## src/rtl/sec_tlb_pkg.sv

```systemverilog
package sec_tlb_pkg;
  localparam int VA_W    = 32;
  localparam int OFS_W   = 20;
  localparam int TAG_W   = VA_W - OFS_W;
  localparam int DSC_SH  = 2;
  localparam int TTB_W   = VA_W - TAG_W - DSC_SH;
  localparam int NS_BIT  = 19;
  localparam logic [1:0] DSC_SECTION = 2'b10;

  typedef struct packed {
    logic             sec;
    logic             ns;
    logic [TAG_W-1:0] tag;
    logic [TAG_W-1:0] pbase;
  } tlb_entry_t;

  typedef enum logic {ST_IDLE, ST_WALK} tlb_state_t;
endpackage

```

## src/rtl/sec_tlb_victim.sv

```systemverilog
module sec_tlb_victim #(
  parameter int ENTRIES = 8,
  localparam int IDX_W = $clog2(ENTRIES)
) (
  input  logic             clk,
  input  logic             rst_n,
  input  logic             adv,
  output logic [IDX_W-1:0] idx
);
  logic [IDX_W-1:0] ptr_q, ptr_d;

  always_comb begin
    ptr_d = ptr_q;
    if (adv) ptr_d = (ptr_q == IDX_W'(ENTRIES - 1)) ? '0 : ptr_q + 1'b1;
  end

  always_ff @(posedge clk or negedge rst_n) begin
    if (!rst_n) ptr_q <= '0;
    else        ptr_q <= ptr_d;
  end

  assign idx = ptr_q;

  assert_rr_step_R8: assert property (@(posedge clk) disable iff (!rst_n)
    adv |=> (ptr_q != $past(ptr_q)));
endmodule

```

## src/rtl/sec_tlb_array.sv

```systemverilog
module sec_tlb_array
  import sec_tlb_pkg::*;
#(
  parameter int ENTRIES = 8,
  localparam int IDX_W = $clog2(ENTRIES)
) (
  input  logic             clk,
  input  logic             rst_n,
  input  logic [TAG_W-1:0] look_tag,
  input  logic             look_sec,
  output logic             hit,
  output logic             hit_ns,
  output logic [TAG_W-1:0] hit_pbase,
  input  logic             fill_en,
  input  logic [IDX_W-1:0] fill_idx,
  input  tlb_entry_t       fill_ent,
  input  logic             flush_en,
  input  logic             flush_sec,
  input  logic             flush_all
);
  logic [ENTRIES-1:0] vld_q, vld_d, hit_vec;
  tlb_entry_t         ent_q [ENTRIES];

  // flush sees only pre-edge contents; a same-cycle fill survives
  always_comb begin
    for (int i = 0; i < ENTRIES; i++) begin
      vld_d[i] = vld_q[i];
      if (flush_all) vld_d[i] = 1'b0;
      else if (flush_en && ent_q[i].sec == flush_sec) vld_d[i] = 1'b0;
      if (fill_en && fill_idx == IDX_W'(i)) vld_d[i] = 1'b1;
    end
  end

  always_ff @(posedge clk or negedge rst_n) begin
    if (!rst_n) vld_q <= '0;
    else        vld_q <= vld_d;
  end

  always_ff @(posedge clk) begin
    if (fill_en) ent_q[fill_idx] <= fill_ent;
  end

  for (genvar g = 0; g < ENTRIES; g++) begin : g_cmp
    assign hit_vec[g] = vld_q[g] && (ent_q[g].tag == look_tag) && (ent_q[g].sec == look_sec);
  end

  always_comb begin
    hit_ns    = 1'b0;
    hit_pbase = '0;
    for (int i = 0; i < ENTRIES; i++) begin
      if (hit_vec[i]) begin
        hit_ns    = hit_ns | ent_q[i].ns;
        hit_pbase = hit_pbase | ent_q[i].pbase;
      end
    end
  end

  assign hit = |hit_vec;

  assert_single_match_R2: assert property (@(posedge clk) disable iff (!rst_n)
    $onehot0(hit_vec));
  assert_normal_ns_R6: assert property (@(posedge clk) disable iff (!rst_n)
    (hit && !look_sec) |-> hit_ns);
  assert_flush_clear_R10: assert property (@(posedge clk) disable iff (!rst_n)
    (flush_all && !fill_en) |=> (vld_q == '0));
endmodule

```

## src/rtl/sec_tlb_ctrl.sv

```systemverilog
module sec_tlb_ctrl
  import sec_tlb_pkg::*;
(
  input  logic             clk,
  input  logic             rst_n,
  input  logic [TTB_W-1:0] ttb_base,
  input  logic             lk_valid,
  input  logic [VA_W-1:0]  lk_va,
  input  logic             lk_secure,
  output logic             lk_ready,
  output logic             rsp_valid,
  output logic             rsp_hit,
  output logic             rsp_fault,
  output logic [VA_W-1:0]  rsp_pa,
  output logic             rsp_ns,
  output logic             walk_req,
  output logic [VA_W-1:0]  walk_addr,
  output logic             walk_ns,
  input  logic             walk_rvalid,
  input  logic [VA_W-1:0]  walk_rdata,
  input  logic             hit,
  input  logic             hit_ns,
  input  logic [TAG_W-1:0] hit_pbase,
  output logic             fill_en,
  output tlb_entry_t       fill_ent
);
  tlb_state_t      state_q, state_d;
  logic [VA_W-1:0] pend_va_q;
  logic            pend_sec_q;
  logic            accept, pend_en;
  logic            rv_d, rh_d, rf_d, rn_d;
  logic [VA_W-1:0] rpa_d;
  logic            is_section, fill_ns;
  logic            unused_dsc;

  assign accept     = (state_q == ST_IDLE) && lk_valid;
  assign is_section = (walk_rdata[1:0] == DSC_SECTION);
  assign fill_ns    = pend_sec_q ? walk_rdata[NS_BIT] : 1'b1;
  assign unused_dsc = ^walk_rdata[NS_BIT-1:DSC_SH];

  always_comb begin
    state_d = state_q;
    pend_en = 1'b0;
    fill_en = 1'b0;
    rv_d = 1'b0; rh_d = 1'b0; rf_d = 1'b0; rn_d = 1'b0;
    rpa_d = '0;
    unique case (state_q)
      ST_IDLE: if (accept) begin
        pend_en = 1'b1;
        if (hit) begin
          rv_d  = 1'b1;
          rh_d  = 1'b1;
          rn_d  = hit_ns;
          rpa_d = {hit_pbase, lk_va[OFS_W-1:0]};
        end else begin
          state_d = ST_WALK;
        end
      end
      ST_WALK: if (walk_rvalid) begin
        state_d = ST_IDLE;
        rv_d    = 1'b1;
        if (is_section) begin
          fill_en = 1'b1;
          rn_d    = fill_ns;
          rpa_d   = {walk_rdata[VA_W-1:OFS_W], pend_va_q[OFS_W-1:0]};
        end else begin
          rf_d    = 1'b1;
        end
      end
      default: state_d = ST_IDLE;
    endcase
  end

  always_ff @(posedge clk or negedge rst_n) begin
    if (!rst_n) begin
      state_q   <= ST_IDLE;
      rsp_valid <= 1'b0;
    end else begin
      state_q   <= state_d;
      rsp_valid <= rv_d;
    end
  end

  always_ff @(posedge clk) begin
    if (pend_en) begin
      pend_va_q  <= lk_va;
      pend_sec_q <= lk_secure;
    end
    if (rv_d) begin
      rsp_hit   <= rh_d;
      rsp_fault <= rf_d;
      rsp_ns    <= rn_d;
      rsp_pa    <= rpa_d;
    end
  end

  assign fill_ent  = '{sec: pend_sec_q, ns: fill_ns,
                       tag: pend_va_q[VA_W-1:OFS_W], pbase: walk_rdata[VA_W-1:OFS_W]};
  assign lk_ready  = (state_q == ST_IDLE);
  assign walk_req  = (state_q == ST_WALK);
  assign walk_addr = {ttb_base, pend_va_q[VA_W-1:OFS_W], {DSC_SH{1'b0}}};
  assign walk_ns   = ~pend_sec_q;

  assert_hit_after_accept_R1: assert property (@(posedge clk) disable iff (!rst_n)
    (rsp_valid && rsp_hit) |-> $past(lk_valid && lk_ready));
  assert_walk_hold_R3: assert property (@(posedge clk) disable iff (!rst_n)
    (walk_req && !walk_rvalid) |=> (walk_req && $stable(walk_addr) && $stable(walk_ns)));
  assert_walk_world_R4: assert property (@(posedge clk) disable iff (!rst_n)
    (walk_req && $past(lk_valid && lk_ready)) |-> (walk_ns == !$past(lk_secure)));
  assert_fault_no_fill_R7: assert property (@(posedge clk) disable iff (!rst_n)
    (rsp_valid && rsp_fault) |-> !$past(fill_en));
endmodule

```

## src/rtl/sec_tlb.sv

```systemverilog
module sec_tlb
  import sec_tlb_pkg::*;
#(
  parameter int ENTRIES = 8
) (
  input  logic                  clk,
  input  logic                  rst_n,
  input  logic [TTB_W-1:0]      ttb_base,
  input  logic                  lk_valid,
  input  logic [VA_W-1:0]       lk_va,
  input  logic                  lk_secure,
  output logic                  lk_ready,
  output logic                  rsp_valid,
  output logic                  rsp_hit,
  output logic                  rsp_fault,
  output logic [VA_W-1:0]       rsp_pa,
  output logic                  rsp_ns,
  output logic                  walk_req,
  output logic [VA_W-1:0]       walk_addr,
  output logic                  walk_ns,
  input  logic                  walk_rvalid,
  input  logic [VA_W-1:0]       walk_rdata,
  input  logic                  flush_valid,
  input  logic                  flush_secure,
  input  logic                  flush_all
);
  localparam int IDX_W = $clog2(ENTRIES);

  logic             hit, hit_ns, fill_en;
  logic [TAG_W-1:0] hit_pbase;
  logic [IDX_W-1:0] fill_idx;
  tlb_entry_t       fill_ent;

  sec_tlb_ctrl i_ctrl (
    .clk, .rst_n, .ttb_base, .lk_valid, .lk_va, .lk_secure, .lk_ready,
    .rsp_valid, .rsp_hit, .rsp_fault, .rsp_pa, .rsp_ns,
    .walk_req, .walk_addr, .walk_ns, .walk_rvalid, .walk_rdata,
    .hit, .hit_ns, .hit_pbase, .fill_en, .fill_ent
  );

  sec_tlb_array #(.ENTRIES(ENTRIES)) i_array (
    .clk, .rst_n,
    .look_tag (lk_va[VA_W-1:OFS_W]),
    .look_sec (lk_secure),
    .hit, .hit_ns, .hit_pbase,
    .fill_en, .fill_idx, .fill_ent,
    .flush_en (flush_valid),
    .flush_sec(flush_secure),
    .flush_all
  );

  sec_tlb_victim #(.ENTRIES(ENTRIES)) i_victim (
    .clk, .rst_n, .adv(fill_en), .idx(fill_idx)
  );
endmodule

```

## config.mk

```make
export PLATFORM = sky130hd
export DESIGN_NAME = sec_tlb
export DESIGN_NICKNAME = d
export VERILOG_FILES = /design/src/rtl/sec_tlb_pkg.sv /design/src/rtl/sec_tlb_victim.sv /design/src/rtl/sec_tlb_array.sv /design/src/rtl/sec_tlb_ctrl.sv /design/src/rtl/sec_tlb.sv
export SDC_FILE = /design/constraint.sdc
export NUM_CORES = 1
export LEC_CHECK = 0
export CAP_MARGIN = 5
export CORE_MARGIN = 8
export CORE_UTILIZATION = 40
export CTS_CLUSTER_SIZE = 30
export DETAILED_ROUTE_END_ITERATION = 16
export GPL_ROUTABILITY_DRIVEN = 0
export PLACE_DENSITY = 0.65
export SYNTH_ARGS = -nofsm -noshare
export SYNTH_HDL_FRONTEND = slang
export SYNTH_SLANG_ARGS = --single-unit
```

## constraint.sdc

```tcl
create_clock -name clk -period 4.89 [get_ports clk]
set_clock_uncertainty 0.15 [all_clocks]
set_input_delay 0.978 -clock clk [delete_from_list [all_inputs] [get_ports clk]]
set_output_delay 0.978 -clock clk [all_outputs]
set_load 0.02 [all_outputs]
```

Word level (Yosys, flattened, before mapping)
Memory sizes are Yosys's and may differ from the RTL's.
Index checks and enable logic that the tools add are counted.

operators by class
  shift-type cells = 0
  $lt $le $gt $ge = 0
  reductions and logical operators = 44
  $mul = 0
  multiplexer cells = 68
  bitwise logic cells = 16
  equality and inequality tests = 32
  add/subtract/negate cells = 1
  divide/modulo/power cells = 0

operators with widths
  operator                                                               count
  32-bit 2-to-1 mux                                                      4
  12-bit equality test                                                   8
  12-bit 2-to-1 mux                                                      8
  12-bit OR                                                              7
  32-bit case mux with 2 select lines                                    1
  1-bit 2-to-1 mux                                                       51
  1-bit logical AND                                                      33
  3-bit nonzero test                                                     8
  1-bit equality test                                                    16
  3-bit equality test, second input constant                             4
  8-bit OR reduction                                                     1
  1-bit OR                                                               7
  3-bit by 2-bit equality test with 1-bit output, second input constant  2
  1-bit case mux with 2 select lines                                     3
  3-bit by 1-bit adder with 3-bit output, second input constant          1
  3-bit by 1-bit equality test with 1-bit output, second input constant  1
  3-bit zero test                                                        1
  3-bit 2-to-1 mux                                                       1
  2-bit equality test, second input constant                             1
  1-bit inverter                                                         2
  2-bit AND reduction                                                    1

storage, ports and cells
  RAM bits = 208
  memories kept = 1
  bits in latches = 0
  output and inout port bits = 71
  register bits = 81
  ROM bits = 0

memories
  memory         depth  width  read ports  clocked after memory_dff  write ports  RTL line             text
  i_array.ent_q  8      26     8           0                         1            sec_tlb_array.sv:22  tlb_entry_t ent_q [ENTRIES];

Logic depth before layout (Yosys ltp)
Gate-level depths: netlist of run 1.
An unclocked memory read counts as a cell.

  depth after elaboration = 22
  gate-level depth with buffers = 9
  depth with buffers taken out = 7

Hierarchy
Synthesis of run 1 repeated with hierarchy kept, for this count alone.

unflattened totals
  cells, all modules = 720
  area total of the unflattened synthesis = 11806.3 um^2

by module, submodules not included
  module          instances  area each (um^2)  cells an instance  sequential area each (um^2)
  sec_tlb_array   1          8700.8            527                6446.2
  sec_tlb_ctrl    1          2962.8            182                2092.0
  sec_tlb_victim  1          142.6             11                 75.1

Least setup slack after synthesis of run 1
OpenSTA, ideal clock, no wires.

  path kind = input-to-reg
  start point = in lk_valid
  end point = reg i_ctrl.rsp_fault, enable pin
  setup time = 392 ps
  arrival = 3908 ps
  path buffers = 1
  setup slack = 441 ps
  cell stages on the path = 4
  cell sequence = nor2b_1 a21boi_4 buf_6 a21o_1

between the ends
  longest elaborated chain between the ends = 3

RTL lines
  element                             RTL line            text
  from (decl)                         sec_tlb.sv:9        input logic lk_valid,
  1-bit logical AND                   sec_tlb_ctrl.sv:36  assign accept = (state_q == ST_IDLE) && lk_valid;
  1-bit 2-to-1 mux                    n/a
  1-bit case mux with 2 select lines  sec_tlb_ctrl.sv:47  unique case (state_q)
  net i_ctrl.rv_d                     sec_tlb_ctrl.sv:31  logic rv_d, rh_d, rf_d, rn_d;
  to (signal assigned)                sec_tlb_ctrl.sv:91  rsp_fault <= rf_d;
  to (decl)                           sec_tlb_ctrl.sv:13  output logic rsp_fault,

The timed path passes the listed nets, and every way through them passes these cells.
A chain may end at the register's enable or synchronous reset.

Final worst setup path of run 1
  start point = in lk_va[30]
  end point = reg i_ctrl.rsp_pa[2], enable pin

between the ends
  longest elaborated chain between the ends = 7
  elaborated cells on any way between the ends = 28
  those cells by class = eq/ne: 8; mux: 3; reduce/logical: 17

RTL lines
  element                               RTL line             text
  from (decl)                           sec_tlb.sv:10        input logic [VA_W-1:0] lk_va,
  12-bit equality test                  sec_tlb_array.sv:44  assign hit_vec[g] = vld_q[g] && (ent_q[g].tag == look_tag) && (ent_q[g].sec == look_sec);
  1-bit logical AND (2 in a row)        sec_tlb_array.sv:44
  8-bit OR reduction *                  sec_tlb_array.sv:58  assign hit = |hit_vec;
  1-bit 2-to-1 mux *                    sec_tlb_ctrl.sv:50   if (hit) begin
  1-bit 2-to-1 mux *                    n/a
  1-bit case mux with 2 select lines *  sec_tlb_ctrl.sv:47
  net i_ctrl.rv_d                       sec_tlb_ctrl.sv:31
  to (signal assigned)                  sec_tlb_ctrl.sv:93   rsp_pa <= rpa_d;
  to (decl)                             sec_tlb_ctrl.sv:14   output logic [VA_W-1:0] rsp_pa,

The timed path passes the listed nets; every way through them passes the cells marked *.

==> results.md, run 1 <==
- Outcome: finished clean
- Endpoint of the most critical register-to-register path: i_ctrl.rsp_pa[2]
- Wire length of the first global-routing pass: 37.7 mm
- Cells along the critical path: clkdlybuf4s50_1 > xor2_1 > nor4_1 > nand3_1 > nor3_2 > nor4_2 > a21boi_4 > a21o_1 > buf_4
- Setup slack of the worst register-to-register path: 2.26 ns
- Family with the most delay on the worst path: simple AND/OR/NAND/NOR gates
- Crit share post-route: 72.1%
- Inserted Clock Buffers: 30
- PD cells: 391 mW/mm^2
- Die Span X: 186 um
- Pin count of the biggest net entering global routing: 34
- Via count: 5952
- Number of levels in the clock H-tree: 1
- Number of failing setup endpoints in the final timing report: 0
- Clock edge transition at the registers on the reported setup and hold paths: 0.06 ns
- Worst skew pair latency: 0.55 ns
- Buffers on Ports: 105
- Commonest cells after routing, fill and taps aside: 276 x edfxtp_1, 105 x clkdlybuf4s50_1, 92 x xnor2_1
- I/O pins: 161
- Max-cap check violation count: 0
- Clock tree buffer depth: 3
- Final-report hold violation count: 0
- Count of cells along the worst hold path: 1
- Count of synthesis-stage warnings from yosys: 0
- Total routed wirelength: 25.1 mm
- Via count of the first global-routing pass: 6191
- Worst hold-check path type: flip-flop to flip-flop
- Final Max Tran Viols: 0
- Share of post-route cells with drive strength above 1: 11.1%
- Post-CTS sizing: 0
- Antenna fix cells: 0
- WP data arrival: 3.60 ns
- TritonCTS clock tree: done
- Area Overhead vs Synth: 19.1%
- Maximum clock frequency: 284 MHz
- Final period demand of the worst path: 3.53 ns
- Area of the mapped netlist: 0.0116 mm^2
- WL/cell: 21.5 um
- Worst reg2reg startpoint: i_array.ent_q[2][16]
- Top fanout value on the critical path: 21
- Total number of placement rows: 62
- Via density per instance: 5.08
- Number of DRC markers in iteration 0: 396
- Worst setup path category: primary input to flip-flop
- Global Route Usage Sum: 14.5%
- Placed standard-cell area: 0.0129 mm^2
- Cell count after synthesis: 665
- Transition time at the pin with the least slew margin: 0.696 ns
- Most common cell after layout, fill and taps aside: edfxtp_1
- Worst slack after detailed placement: 0.765 ns
- Worst setup SP type: primary input
- Remaining max-slew budget at the tightest pin: 53.5%
- Setup repair bufs after CTS: 0
- Overall die area: 0.0346 mm^2
- Share of Yosys cell area claimed by the top area cell type: 71.6%
- Hold Crit Endpoint: i_ctrl.rsp_pa[16]
- Sequential share of the synthesized area: 74.5%
- Layout Nets: 862
- Count of unresolved DRC violations after routing: 0
- Hold Crit Start: i_ctrl.pend_va_q[16]
- Sinks on the clock net: 289
- Crit path capture type: flip-flop
- # fillers: 2348
- Half-perimeter wire length of the detailed placement result: 16.4 mm
- Leakage component of the power: 4.51 nW
- Die height: 186 um
- TNS Setup: 0 ns
- Count of cells along the worst register-to-register path: 8
- Library cell with the largest summed area after synthesis: edfxtp_1
- Core area: 0.0286 mm^2
- Total power draw: 5.39 mW
- GRT overflow: 0
- Leading post-synthesis cells by cell area: edfxtp_1 72%, xnor2_1 7.0%, a22o_1 3.5%
- Drt pass-1 iters: 4
- Count of cell types in the netlist: 37
- Data required time at the worst endpoint: 4.96 ns
- Cell at the root of the clock tree: clkbuf_16
- Number of buffers added to fix hold violations after cts: 0
- Slack of the critical path: 1.36 ns
- Crit-path max cell delay: 0.73 ns
- Slowest stage cell on the critical path: clkdlybuf4s50_1
- Final antenna-violating net count: 0
- Initial antenna violation count: 0
- Worst Path Buf+Inv: 2
- Maximum ir drop on the vdd rail: 259 uV
- Number of flip-flops and latches in the synthesized netlist: 289
- RSZ-0062 raised after global routing: false
- Final Instance Area: 0.0138 mm^2
- Initial cell density of the core: 40.4%
- Per-instance average area after synthesis: 17.4 um^2
-- power by group --
part	switching (mW)	leakage [nW]	internal [mW]	total, mW
clock	0.894	0.436	1.22	2.12
sequential	0.0685	2.69	2.81	2.88
combinational	0.228	1.38	0.163	0.391
-- Yosys cell counts --
master,count
nor2_1,9
nor3_1,2
nor3_4,3
nor3_2,2
nor2b_1,2
buf_1,1
edfxtp_1,276
a21o_1,1
nand3_1,18
buf_6,7
buf_4,40
a21oi_1,1
xor2_1,20
dlygate4sd1_1,3
nor4_1,5
nand2_1,18
a22oi_1,26
dfrtp_1,13
nor4_2,3
and3_1,1
ha_1,6
nand4_1,17
xnor2_1,92
nand4_2,3
nand3b_1,1
a32o_1,8
inv_1,6
clkbuf_1,4
a21boi_4,1
o21ai_0,3
nand2b_1,1
nor4_4,2
a22o_1,46
buf_2,8
and2_1,2
a221oi_1,13
conb_1,1
-- flip-flops by register name, summed over array words and instances, names as in the netlist, 3 cells and up --
| signal | count |
|---|---|
| i_array.ent_q | 208 |
| i_ctrl.pend_va_q | 32 |
| i_ctrl.rsp_pa | 32 |
| i_array.vld_q | 8 |
| i_victim.idx | 3 |
-- logic make-up (layout without fill, tap and decap cells) --
family | after synthesis | count (layout) | share of synthesized area [%]
AOI/OAI and AO/OA | 99 | 99 | 7.25
DFF | 289 | 289 | 74.5
and+or+nand+nor | 89 | 89 | 4.93
adders and majority gates | 6 | 6 | 0.649
other | 1 | 2 | 0.0324
buffers and inverters | 69 | 190 | 4.21
xor gates and xnor gates | 112 | 112 | 8.48
-- metal layers --
layer / up-vias / wire length (um) / track usage, %
met4: 0 / 471 / 3.52
met3: 44 / 2000 / 3.24
met2: 209 / 12000 / 24.1
met1: 2950 / 10700 / 19.0
li1: 2749 / - / -
met5: - / 0 / 0
-- worst max-delay path by stage --
stage	startpoint	slack, ns	to	cells after the start
detailed placement	lk_va[30]	0.77	i_ctrl.rsp_pa[12]	9
CTS	lk_va[30]	1.34	i_ctrl.rsp_pa[9]	9
floorplan	lk_valid	0.44	i_ctrl.rsp_fault	4
global route	lk_va[26]	1.19	i_ctrl.rsp_pa[7]	9
global placement	lk_va[26]	0.78	i_ctrl.rsp_pa[12]	9
finish	lk_va[30]	1.36	i_ctrl.rsp_pa[2]	9
-- stage by stage --
stage          cells  utilization [%]  hold WS [ns]
3_3_place_gp    1118             45.0         0.363
4_1_cts         1171             48.1         0.391
3_5_place_dp    1118             45.0         0.377
6_report        1171             48.1         0.388
5_1_grt         1171             48.1         0.402
2_1_floorplan    666                -         0.343
-- final cells by class --
class                   instances  area (um^2)  area share, %
flip-flops and latches        289         8610           62.5
multi-input cells             308         2510           18.2
repair buffers                131         1250           9.04
clock buffers                  36          773           5.61
well taps                     384          480           3.49
clock inverters                17          139           1.01
inverters                       6         22.5          0.163
-- worst register-to-register path, cell delays in order, from the launching register on --
cell and delay, ns:
edfxtp_1 0.38, xor2_1 0.15, nor4_1 0.46, nand3_1 0.28, nor3_4 0.20, nor4_2 0.12
a21boi_4 0.17, a21o_1 0.12, buf_4 0.27
(Power assumes the default switching activity.)
==> run 2: changes to the inputs <==
--- a/config.mk
+++ b/config.mk
@@ -11,7 +11,7 @@
 export CTS_CLUSTER_SIZE = 30
 export DETAILED_ROUTE_END_ITERATION = 16
 export GPL_ROUTABILITY_DRIVEN = 0
-export PLACE_DENSITY = 0.65
+export PLACE_DENSITY = 0.68
 export SYNTH_ARGS = -nofsm -noshare
 export SYNTH_HDL_FRONTEND = slang
 export SYNTH_SLANG_ARGS = --single-unit
==> constraint.sdc (replaced) <==
create_clock -name clk -period 3 [get_ports clk]
set_clock_uncertainty 0.15 [all_clocks]
set_input_delay 0.6 -clock clk [delete_from_list [all_inputs] [get_ports clk]]
set_output_delay 0.6 -clock clk [all_outputs]
set_load 0.02 [all_outputs]
==> run 2 against run 1 <==
Sequential share of layout area down 2.3 points. Critical path depth did not move. Power rose by 72%. Critical endpoint is now i_ctrl.rsp_pa[15]. Clock power is 83% higher. Sequential cell count is the same. Utilization rose by 1.8 points. Non-clock buffer count up 37.
==> results.md, run 2 (same netlist as run 1, synthesis figures left out) <==
- Outcome: finished clean
- Count of unresolved DRC violations after routing: 0
- Final Instance Area: 0.0143 mm^2
- Commonest cells after routing, fill and taps aside: 276 x edfxtp_1, 105 x clkdlybuf4s50_1, 92 x xnor2_1
- Critical path capture point: i_ctrl.rsp_pa[15]
- GRT overflow: 0
- Antenna fix cells: 0
- TritonCTS clock tree: done
- Placed standard-cell area: 0.0132 mm^2
- WL/cell: 21.3 um
- Worst setup SP type: primary input
- Die Span X: 186 um
- Worst setup path category: primary input to flip-flop
- Number of cells in the finished layout apart from fillers: 1211
- Core area: 0.0286 mm^2
- Endpoint of the most critical register-to-register path: i_ctrl.rsp_pa[28]
- Setup repair bufs after CTS: 0
- Number of DRC markers in iteration 0: 414
- I/O pins: 161
- Largest reg by FF count: i_array.ent_q
- Final antenna-violating net count: 0
- Max-cap check violation count: 0
- Crit path capture type: flip-flop
- Number of buffers added to fix hold violations after cts: 0
- Buffers on Ports: 105
- Final Max Tran Viols: 0
- Leakage component of the power: 4.79 nW
- Wire length of the first global-routing pass: 39.0 mm
- Maximum ir drop on the vdd rail: 417 uV
- Transition time at the pin with the least slew margin: 0.726 ns
- Initial antenna violation count: 0
- Area Overhead vs Synth: 23.6%
- Setup slack of the worst register-to-register path: 0.43 ns
- Crit share post-route: 95.1%
- Total number of placement rows: 62
- Worst hold-check path type: primary input to async pin
- PD cells: 648 mW/mm^2
- Flip-flop and latch area: 0.00861 mm^2
- Number of failing setup endpoints in the final timing report: 0
- Max reg flops: 208
- Die height: 186 um
- Sinks on the clock net: 289
- Most common cell after layout, fill and taps aside: edfxtp_1
- Post-placement cell count: 1155
- Data required time at the worst endpoint: 3.09 ns
- Layout Nets: 899
- Global Route Usage Sum: 15.0%
- Via count: 6124
- RSZ-0062 raised after global routing: false
- Via density per instance: 5.06
- Post-CTS sizing: 0
- Inserted Clock Buffers: 30
- Remaining max-slew budget at the tightest pin: 51.5%
- Worst skew pair latency: 0.55 ns
- # fillers: 2337
- Clock tree buffer depth: 3
- Multi-input combinational cell area: 0.00252 mm^2
- Cell at the root of the clock tree: clkbuf_16
- Maximum clock frequency: 350 MHz
- Drt pass-1 iters: 4
- Share of post-route cells with drive strength above 1: 16.1%
- Number of levels in the clock H-tree: 1
- Launch point of the worst path: lk_va[23]
- Pin count of the biggest net entering global routing: 34
- Worst reg2reg startpoint: i_array.ent_q[2][16]
- Final period demand of the worst path: 2.85 ns
- Initial cell density of the core: 40.4%
- Count of cells along the worst register-to-register path: 9
- TNS Setup: 0 ns
- Via count of the first global-routing pass: 6523
- Half-perimeter wire length of the detailed placement result: 17.2 mm
- WP data arrival: 2.94 ns
- Overall die area: 0.0346 mm^2
- Final-report hold violation count: 0
- Worst hold slack: 0.343 ns
- Post-route core utilization: 50.0%
- Total routed wirelength: 25.8 mm
- Registers with the highest flip-flop counts: i_array.ent_q (208), i_ctrl.pend_va_q (32), i_ctrl.rsp_pa (32)
- Clock edge transition at the registers on the reported setup and hold paths: 0.06 ns
- Top fanout value on the critical path: 22
==> run 2: cell type report <==
type,instances,share of cell area (%)
multi-input combinational,308,17.7
inverter,6,0.157
clock buffer,35,5.53
tap,384,3.36
clock inverter,21,1.80
timing repair buffer,168,11.3
sequential,289,60.2
==> run 2: worst max-delay path: stages <==
cell and delay [ns]:
clkdlybuf4s50_1 0.57, xor2_1 0.23, nor4_1 0.48, nand3_1 0.20, nor3_4 0.18, nor4_2 0.11
a21boi_4 0.17, a21o_1 0.20, buf_12 0.20
==> run 2: power by group <==
part	internal [mW]	switching [mW]	total [mW]
clock network	2.40	1.48	3.88
logic	0.307	0.386	0.693
registers	4.58	0.118	4.70
==> run 2: per-stage QoR <==
step | worst slack, ns | power, mW
2_1_floorplan | -0.420 | 5.14
3_3_place_gp | -0.443 | 5.47
3_5_place_dp | -0.410 | 5.48
4_1_cts | 0.114 | 9.35
5_1_grt | 0.0401 | 9.56
6_report | 0.146 | 9.27
==> run 2: metal layers <==
layer  vias up  global-route usage [%]  share of wire (%)
li1       2826                       -                  -
met1      3038                    19.1                 41
met2       208                    25.6                 49
met3        52                    2.67                8.3
met4         0                    4.51                2.4
met5         -                       0                  0
==> run 2: worst min-delay path by stage <==
stage,cells after the start,slack [ns],endpoint
after floorplan,0,0.15,i_array.vld_q[0]
after global placement,1,0.37,i_array.vld_q[4]
after detailed placement,1,0.38,i_array.vld_q[4]
after CTS,1,0.36,i_ctrl.rsp_valid
after global routing,1,0.37,i_ctrl.rsp_valid
final,1,0.34,i_ctrl.rsp_valid
==> run 3: changes to the inputs <==
--- a/config.mk
+++ b/config.mk
@@ -8,10 +8,12 @@
 export CAP_MARGIN = 5
 export CORE_MARGIN = 8
 export CORE_UTILIZATION = 40
+export CTS_CLUSTER_DIAMETER = 100
 export CTS_CLUSTER_SIZE = 30
 export DETAILED_ROUTE_END_ITERATION = 16
+export DONT_BUFFER_PORTS = 1
 export GPL_ROUTABILITY_DRIVEN = 0
-export PLACE_DENSITY = 0.68
+export PLACE_DENSITY_LB_ADDON = 0.12
 export SYNTH_ARGS = -nofsm -noshare
 export SYNTH_HDL_FRONTEND = slang
 export SYNTH_SLANG_ARGS = --single-unit
==> run 3 against run 2 <==
Hold slack got worse by 0.31 ns. Sequential cell count unchanged. Power decreased by 21%. Clock-buffer cell count decreased by 18. Critical path type is now flip-flop to flip-flop.
==> results.md, run 3 (same netlist as run 1, synthesis figures left out) <==
- Max-cap check violation count: 0
- Commonest cells after routing, fill and taps aside: 276 x edfxtp_1, 92 x xnor2_1, 46 x a22o_1
- Via density per instance: 5.38
- Final Max Tran Viols: 0
- Remaining max-slew budget at the tightest pin: 57.8%
- I/O pins: 161
- Post-placement cell count: 1016
- Clock tree buffer depth: 3
- Core area: 0.0286 mm^2
- Maximum ir drop on the vdd rail: 288 uV
- Die height: 186 um
- Crit path capture type: flip-flop
- Area Overhead vs Synth: 6.47%
- Number of levels in the clock H-tree: 1
- Total number of placement rows: 62
- GRT overflow: 0
- Post-CTS sizing: 0
- Number of DRC markers in iteration 0: 367
- Total routed wirelength: 25.9 mm
- Setup repair bufs after CTS: 0
- Worst setup SP type: flip-flop
- Maximum clock frequency: 383 MHz
- Data required time at the worst endpoint: 3.05 ns
- Worst hold-check path type: primary input to flip-flop
- Most common cell after layout, fill and taps aside: edfxtp_1
- Die Span X: 186 um
- WP data arrival: 2.66 ns
- Final-report hold violation count: 0
- Overall die area: 0.0346 mm^2
- TritonCTS clock tree: done
- Number of cells in the finished layout apart from fillers: 1037
- Sinks on the clock net: 289
- Layout Nets: 745
- Number of failing setup endpoints in the final timing report: 0
- Leakage component of the power: 3.90 nW
- Transition time at the pin with the least slew margin: 0.631 ns
- Via count: 5575
- Via count of the first global-routing pass: 5807
- Crit share post-route: 87.0%
- # fillers: 2491
- Worst skew pair latency: 0.50 ns
- Max reg flops: 208
- Drt pass-1 iters: 5
- Count of unresolved DRC violations after routing: 0
- Total power draw: 7.33 mW
- Outcome: finished clean
- Worst setup path category: flip-flop to flip-flop
- Buffers on Ports: 0
- Final antenna-violating net count: 0
- PD cells: 595 mW/mm^2
- Top fanout value on the critical path: 23
- Registers with the highest flip-flop counts: i_array.ent_q (208), i_ctrl.pend_va_q (32), i_ctrl.rsp_pa (32)
- Global Route Usage Sum: 15.0%
- RSZ-0062 raised after global routing: false
- Final period demand of the worst path: 2.61 ns
- Inserted Clock Buffers: 14
- Largest reg by FF count: i_array.ent_q
- Initial cell density of the core: 40.4%
- WL/cell: 24.9 um
- Pin count of the biggest net entering global routing: 34
- Antenna fix cells: 0
- Initial antenna violation count: 0
- Clock edge transition at the registers on the reported setup and hold paths: 0.12 ns
- Share of post-route cells with drive strength above 1: 11.0%
- Cell at the root of the clock tree: clkbuf_16
- Wire length of the first global-routing pass: 38.3 mm
- Half-perimeter wire length of the detailed placement result: 16.8 mm
-- run 3: where the power goes --
group	switching, mW	internal (mW)	total [mW]
sequential	0.180	4.58	4.76
clock	1.25	0.950	2.20
combinational	0.232	0.144	0.376
-- run 3: worst paths after layout --
path                            depth (start not counted)  slack [ns]                    to            startpoint
min in group asynchronous                               1        0.40      i_array.vld_q[5]                 rst_n
worst min register to register                          1        0.40     i_ctrl.rsp_pa[19]  i_ctrl.pend_va_q[19]
worst max-delay path                                    7        0.39      i_ctrl.rsp_pa[5]  i_array.ent_q[4][25]
worst max register to register                          7        0.39      i_ctrl.rsp_pa[5]  i_array.ent_q[4][25]
max in group asynchronous                               1        1.88      i_array.vld_q[3]                 rst_n
worst min-delay path                                    0        0.03  i_ctrl.pend_va_q[29]             lk_va[29]
-- run 3: metal layers --
layer | track usage, % | routed length [um] | vias up
met5 | 0 | 0 | -
met4 | 3.27 | 473 | 0
met3 | 3.86 | 2110 | 28
met2 | 24.4 | 12000 | 194
met1 | 20.1 | 11300 | 2870
li1 | - | - | 2483
-- run 3: final cells by class --
class / instances / area [um^2] / area share (%)
inverters: 6 / 22.5 / 0.183
multi-input cells: 308 / 2520 / 20.5
clock buffers: 17 / 383 / 3.11
clock inverters: 3 / 45.0 / 0.366
repair buffers: 30 / 253 / 2.05
well taps: 384 / 480 / 3.90
flip-flops and latches: 289 / 8610 / 69.9
-- run 3: repair_timing --
action,CTS,global route
setup endpoints to repair,0,0
hold buffers,1,0
endpoints found under the hold margin,13,0
-- run 3: metrics by stage --
| stage | utilization [%] | TNS (ns) | setup slack [ns] | instance area (um^2) | hold slack (ns) |
|---|---|---|---|---|---|
| after CTS | 43.0 | 0 | 0.360 | 12300 | 0.00364 |
| after detailed placement | 41.5 | 0 | 0.228 | 11900 | 0.156 |
| final | 43.0 | 0 | 0.391 | 12300 | 0.0331 |
| after global placement | 41.5 | 0 | 0.163 | 11900 | 0.156 |
| after floorplan | - | -14.93 | -0.420 | 11600 | 0.154 |
| after global routing | 43.0 | 0 | 0.283 | 12300 | 0.00456 |
-- run 3: critical path, cell delays in order (launching register included) --
cell and delay (ns):
edfxtp_1 0.44, xnor2_1 0.37, nand4_1 0.26, nor4_4 0.38, nor4_2 0.15, a21boi_4 0.20
a21o_2 0.17, buf_12 0.18
